===== config.mk =====
export PLATFORM = sky130hd
export DESIGN_NAME = pwr_mode_ctl
export DESIGN_NICKNAME = d
export VERILOG_FILES = /design/src/rtl/pwr_mode_pkg.sv /design/src/rtl/pwr_mode_fsm.sv /design/src/rtl/pwr_clk_dp.sv /design/src/rtl/pwr_mode_ctl.sv
export SDC_FILE = /design/constraint.sdc
export NUM_CORES = 1
export LEC_CHECK = 0
export BUFFER_PORTS_ARGS = -buffer_cell sky130_fd_sc_hd__buf_2
export CAP_MARGIN = 20
export CORE_MARGIN = 5
export CORE_UTILIZATION = 51
export DETAILED_ROUTE_END_ITERATION = 8
export HOLD_SLACK_MARGIN = 0.06
export PLACE_DENSITY = 0.84
export REMOVE_ABC_BUFFERS = 1
export SLEW_MARGIN = 40
export SYNTH_ARGS = -nofsm -noshare
export SYNTH_HDL_FRONTEND = slang
export SYNTH_SLANG_ARGS = --single-unit

===== constraint.sdc =====
create_clock -name clk -period 2.7 [get_ports clk]
set_input_delay 0.54 -clock clk [delete_from_list [all_inputs] [get_ports clk]]
set_output_delay 0.54 -clock clk [all_outputs]
set_load 0.03 [all_outputs]

===== src/rtl/pwr_mode_pkg.sv =====
package pwr_mode_pkg;

  typedef enum logic [2:0] {
    ST_RUN,
    ST_IDLE,
    ST_STBY,
    ST_HALT,
    ST_SETTLE
  } pwrState_e;

  // strobes from control to datapath
  typedef struct packed {
    logic loadCnt;
    logic decCnt;
  } settleCmd_t;

  localparam logic [1:0] MODE_RUN  = 2'd0;
  localparam logic [1:0] MODE_IDLE = 2'd1;
  localparam logic [1:0] MODE_STBY = 2'd2;
  localparam logic [1:0] MODE_HALT = 2'd3;

endpackage


===== src/rtl/pwr_mode_fsm.sv =====
module pwr_mode_fsm
  import pwr_mode_pkg::*;
#(
  parameter int NUM_PERIPH = 4
) (
  input  logic                  clk,
  input  logic                  rstN,
  input  logic [1:0]            modeSel,
  input  logic                  enterStb,
  input  logic [NUM_PERIPH-1:0] periphClkMask,
  input  logic [NUM_PERIPH-1:0] periphIrq,
  input  logic [NUM_PERIPH-1:0] periphIrqEn,
  input  logic                  extIrq,
  input  logic                  nmiIn,
  input  logic                  cntZero,
  output settleCmd_t            cmd,
  output pwrState_e             state
);

  pwrState_e nextState;
  logic      idleWake;
  logic      entryWake;

  assign idleWake  = |(periphIrq & periphIrqEn & periphClkMask);
  assign entryWake = (|(periphIrq & periphIrqEn)) | extIrq | nmiIn;

  always_comb begin
    nextState   = state;
    cmd.loadCnt = 1'b0;
    cmd.decCnt  = 1'b0;
    unique case (state)
      ST_RUN: begin
        if (enterStb && !entryWake) begin
          unique case (modeSel)
            MODE_IDLE: nextState = ST_IDLE;
            MODE_STBY: nextState = ST_STBY;
            MODE_HALT: nextState = ST_HALT;
            default:   nextState = ST_RUN;
          endcase
        end
      end
      ST_IDLE: if (idleWake) nextState = ST_RUN;
      ST_STBY: if (extIrq) nextState = ST_RUN;
      ST_HALT: begin
        if (nmiIn) begin
          nextState   = ST_SETTLE;
          cmd.loadCnt = 1'b1;
        end
      end
      ST_SETTLE: begin
        if (cntZero) nextState = ST_RUN;
        else         cmd.decCnt = 1'b1;
      end
      default: nextState = ST_RUN;
    endcase
  end

  always_ff @(posedge clk or negedge rstN) begin
    if (!rstN) state <= ST_RUN;
    else       state <= nextState;
  end

endmodule


===== src/rtl/pwr_clk_dp.sv =====
module pwr_clk_dp
  import pwr_mode_pkg::*;
#(
  parameter int NUM_PERIPH = 4,
  parameter int SETTLE_W   = 8
) (
  input  logic                  clk,
  input  logic                  rstN,
  input  settleCmd_t            cmd,
  input  pwrState_e             state,
  input  logic [SETTLE_W-1:0]   settleCycles,
  input  logic [NUM_PERIPH-1:0] periphClkMask,
  output logic                  cntZero,
  output logic                  cpuClkEn,
  output logic [NUM_PERIPH-1:0] periphClkEn,
  output logic                  oscEn,
  output logic                  pllEn,
  output logic [1:0]            curMode
);

  localparam logic [NUM_PERIPH-1:0] ALL_ON  = '1;
  localparam logic [SETTLE_W-1:0]   CNT_ONE = SETTLE_W'(1);

  logic [SETTLE_W-1:0] settleCnt;

  always_ff @(posedge clk or negedge rstN) begin
    if (!rstN)            settleCnt <= '0;
    else if (cmd.loadCnt) settleCnt <= settleCycles;
    else if (cmd.decCnt)  settleCnt <= settleCnt - CNT_ONE;
  end

  assign cntZero = (settleCnt == '0);

  always_comb begin
    cpuClkEn    = 1'b1;
    periphClkEn = ALL_ON;
    oscEn       = 1'b1;
    pllEn       = 1'b1;
    curMode     = MODE_RUN;
    unique case (state)
      ST_IDLE: begin
        cpuClkEn    = 1'b0;
        periphClkEn = periphClkMask;
        curMode     = MODE_IDLE;
      end
      ST_STBY: begin
        cpuClkEn    = 1'b0;
        periphClkEn = '0;
        curMode     = MODE_STBY;
      end
      ST_HALT: begin
        cpuClkEn    = 1'b0;
        periphClkEn = '0;
        oscEn       = 1'b0;
        pllEn       = 1'b0;
        curMode     = MODE_HALT;
      end
      ST_SETTLE: begin
        cpuClkEn    = 1'b0;
        periphClkEn = '0;
        curMode     = MODE_HALT;
      end
      default: ;
    endcase
  end

endmodule


===== src/rtl/pwr_mode_ctl.sv =====
module pwr_mode_ctl
  import pwr_mode_pkg::*;
#(
  parameter int NUM_PERIPH = 4,
  parameter int SETTLE_W   = 8
) (
  input  logic                  clk,
  input  logic                  rstN,
  input  logic [1:0]            modeSel,
  input  logic                  enterStb,
  input  logic [NUM_PERIPH-1:0] periphClkMask,
  input  logic [NUM_PERIPH-1:0] periphIrq,
  input  logic [NUM_PERIPH-1:0] periphIrqEn,
  input  logic                  extIrq,
  input  logic                  nmiIn,
  input  logic [SETTLE_W-1:0]   settleCycles,
  output logic                  cpuClkEn,
  output logic [NUM_PERIPH-1:0] periphClkEn,
  output logic                  oscEn,
  output logic                  pllEn,
  output logic [1:0]            curMode
);

  settleCmd_t cmd;
  pwrState_e  state;
  logic       cntZero;

  pwr_mode_fsm #(.NUM_PERIPH(NUM_PERIPH)) u_fsm (
    .clk(clk), .rstN(rstN), .modeSel(modeSel), .enterStb(enterStb),
    .periphClkMask(periphClkMask), .periphIrq(periphIrq),
    .periphIrqEn(periphIrqEn), .extIrq(extIrq), .nmiIn(nmiIn),
    .cntZero(cntZero), .cmd(cmd), .state(state)
  );

  pwr_clk_dp #(.NUM_PERIPH(NUM_PERIPH), .SETTLE_W(SETTLE_W)) u_dp (
    .clk(clk), .rstN(rstN), .cmd(cmd), .state(state),
    .settleCycles(settleCycles), .periphClkMask(periphClkMask),
    .cntZero(cntZero), .cpuClkEn(cpuClkEn), .periphClkEn(periphClkEn),
    .oscEn(oscEn), .pllEn(pllEn), .curMode(curMode)
  );

endmodule


==> flow_metrics.env <==
export IMPL_status="completed"
export IMPL_nets=162
export IMPL_ys_types=35
export IMPL_crit_family="flip-flops"
export IMPL_p_int_mw=0.3789
export IMPL_rows=15
export IMPL_grt_usage_pct=15.44
export IMPL_reg2reg_from="u_fsm.state[2]$_DFFE_PN0P_"
export IMPL_crit_path_end="curMode[1]"
export IMPL_r2r_slack_ns=0.78
export IMPL_peakVddDrop_mv=0.4748
export IMPL_finClkSkew_ns=0.003000
export IMPL_async_reset_ff_share_pct=100.0
export IMPL_final_common_cell="buf_2"
export IMPL_numClockSinks=11
export IMPL_pwr_density_cell_nw_per_um2=591.7
export IMPL_placed_cell_area_um2=1042
export IMPL_drive_gt1_share_pct=37.12
export IMPL_syn_inst=99
export IMPL_ff2ff_path_depth=4
export IMPL_drt_wl_total_um=1893
export IMPL_grt_pass1_wl_um=3084
export IMPL_gr_total_overflow=0
export IMPL_ys_seq_area_share_pct=30.90
export IMPL_combPwrFrac_pct=40.9
export IMPL_synth_area_um2=890.9
export IMPL_period_needed_ns=2.255
export IMPL_setup_viol=0
export IMPL_ant_nets=0
export IMPL_synth_area_per_cell_um2=8.999
export IMPL_start_util_pct=52.74
export IMPL_rr_endpoint="u_dp.settleCnt[1]$_DFFE_PN0P_"
export IMPL_grt_max_degree=17
export IMPL_htree_levels=1
export IMPL_finalHoldViolCount=0
export IMPL_fin_setup_tns_ns=0
export IMPL_clkLatencyLatePin_ns=0.27
export IMPL_die_area_um2=2683
export IMPL_via_per_inst=5.497
export IMPL_gp_congestion=0.7756
export IMPL_worst_slew_pin_slew_ns=0.5891
export IMPL_nFillCells=156
export IMPL_pwr_share_clk_pct=17.6
export IMPL_antenna_found_initial=0
export IMPL_avgRoutedWirePerCell_um=12.70
export IMPL_cp_num_buf_inv=1
export IMPL_synth_flop_cell="dfrtp_1"
export IMPL_coreArea_um2=1689
export IMPL_switching_share_pct=40.07
export IMPL_cts_resized=0
export IMPL_die_x_um=51.80
export IMPL_grt_pass1_vias=735
export IMPL_cts_root_buf="clkbuf_4"
export IMPL_die_y_um=51.80
export IMPL_final_min_period_over_clock_period_pct=83.53
export IMPL_cellLeakagePower_nw=0.4654
export IMPL_synth_warnings=0
export IMPL_crit_path_start_kind="flip-flop"
export IMPL_syn_to_final_growth_pct=19.94
export IMPL_cts_tree="done"
export IMPL_switchingPower_mw=0.2533
export IMPL_path_max_fanout=13
export IMPL_power_share_sequential_pct=41.5
export IMPL_critical_path_startpoint="u_fsm.state[2]$_DFFE_PN0P_"
export IMPL_clk_pin_slew_ns=0.07
export IMPL_yosys_register_bits=11
export IMPL_arrival_ns=1.72
export IMPL_required_ns=2.16
export IMPL_path_cells="or3b_4 > o21ai_0 > buf_2"
export IMPL_grt_setup_unrepaired="no"
export IMPL_final_area_um2=1069
export IMPL_slowest_stage="dfrtp_1"
export IMPL_drc=0
export IMPL_crit_path_max_incr_delay_ns=0.57
export IMPL_cts_hold_buf=0
export IMPL_diodes=0
export IMPL_hold_class="in -> async"
export IMPL_cp_depth=3
export IMPL_port_buffer_count=35
export IMPL_clock_path_buffers=2
export IMPL_drt_pass1_iterations=4
export IMPL_postCtsSetupRepairBufs=0
export IMPL_final_cell_mix="buf_2, a21oi_1, dfrtp_1, inv_1, nor2_1"
export IMPL_fmax_mhz=443.4
export IMPL_synth_edf_count=0
export IMPL_io_pins=36
export IMPL_drtIter0Drc=3
export IMPL_dpl_hpwl_um=1529
export IMPL_numCtsBuffers=3
export IMPL_max_slew_margin_rel_pct=60.62
export IMPL_crit_type="reg -> out"
export IMPL_vias=819
export IMPL_cap_violations=0
export IMPL_report_final_slew_viol_count=0
export IMPL_cp_end_kind="primary output"
-- cell families (layout without fill, tap and decap cells) --
group,count (synthesis),after routing,synth area share [%]
buffers and inverters,16,49,9.270
adders and majority gates,2,2,2.809
and+or+nand+nor,33,33,24.44
DFF,11,11,30.90
xor gates and xnor gates,6,6,5.899
AOI/OAI and AO/OA,27,27,21.91
muxes,4,4,4.775
-- power by group through the flow --
stage	registers [mW]	logic (mW)	clock network (mW)
floorplan	0.255	0.196	0
global placement	0.261	0.251	0
detailed placement	0.266	0.262	0
CTS	0.263	0.263	0.118
global route	0.270	0.289	0.128
finish	0.262	0.259	0.111
-- worst min path at each step --
stage	from	endpoint	slack, ns	depth (start not counted)
finish	rstN	u_fsm.state[0]$_DFFE_PN0P_	0.13	1
global route	rstN	u_dp.settleCnt[3]$_DFFE_PN0P_	0.12	1
CTS	rstN	u_fsm.state[0]$_DFFE_PN0P_	0.12	1
detailed placement	rstN	u_dp.settleCnt[3]$_DFFE_PN0P_	0.42	1
global placement	rstN	u_dp.settleCnt[3]$_DFFE_PN0P_	0.42	1
floorplan	rstN	u_dp.settleCnt[0]$_DFFE_PN0P_	0.24	0
-- metrics by stage --
stage / setup slack, ns / total power [mW] / instances / util (%) / hold WS, ns
floorplan: 0.8161 / 0.4516 / 93 / - / 0.2444
global placement: 0.7694 / 0.5123 / 145 / 61.70 / 0.4181
detailed placement: 0.7397 / 0.5272 / 145 / 61.70 / 0.4223
CTS: 0.4275 / 0.6438 / 149 / 63.26 / 0.1238
global route: 0.3630 / 0.6870 / 149 / 63.26 / 0.1212
finish: 0.4447 / 0.6323 / 149 / 63.26 / 0.1263
-- registers in the layout, indices dropped and copies added (netlist names) --
name and cells:
u_dp.settleCnt 8, u_fsm.state 3
-- layer usage --
layer	vias up	part of all wire, %	GRT usage [%]
met4	0	1.5	6.550
met1	359	41	16.61
li1	422	-	-
met2	34	47	27.12
met5	-	0	0
met3	4	11	5.444
-- cell usage after synthesis, types with 2 or more instances --
| cell | count | area (um2) |
|---|---|---|
| o31ai_1 | 2 | 15.01 |
| clkbuf_1 | 2 | 7.510 |
| nand2_1 | 5 | 18.77 |
| a22oi_1 | 2 | 15.01 |
| nor4b_1 | 2 | 17.52 |
| xnor2_1 | 5 | 43.79 |
| buf_4 | 2 | 15.01 |
| mux2i_1 | 2 | 20.02 |
| a21oi_1 | 13 | 65.06 |
| nor2_1 | 9 | 33.78 |
| ha_1 | 2 | 25.02 |
| nand3_1 | 5 | 25.02 |
| dfrtp_1 | 11 | 275.3 |
| inv_1 | 10 | 37.54 |
| or2_2 | 2 | 12.51 |
| buf_6 | 2 | 22.52 |
| o21a_1 | 4 | 30.03 |
| mux2_2 | 2 | 22.52 |
-- worst register-to-register path: cells and delay by family, from the launching register on --
| family | cells | cell delay [ns] |
|---|---|---|
| AOI/OAI and AO/OA | 1 | 0.33 |
| muxes | 2 | 0.38 |
| DFF | 1 | 0.57 |
| and+or+nand+nor | 1 | 0.53 |
-- cell type report --
cell class	instances	area, um2	area share (%)
Tap cell	17	21.27	1.991
Clock buffer	4	26.28	2.459
Multi-Input combinational cell	72	533.0	49.88
Inverter	10	37.54	3.513
Timing Repair Buffer	35	175.2	16.39
Sequential cell	11	275.3	25.76
No activity file was read; power rests on OpenSTA's default activity.
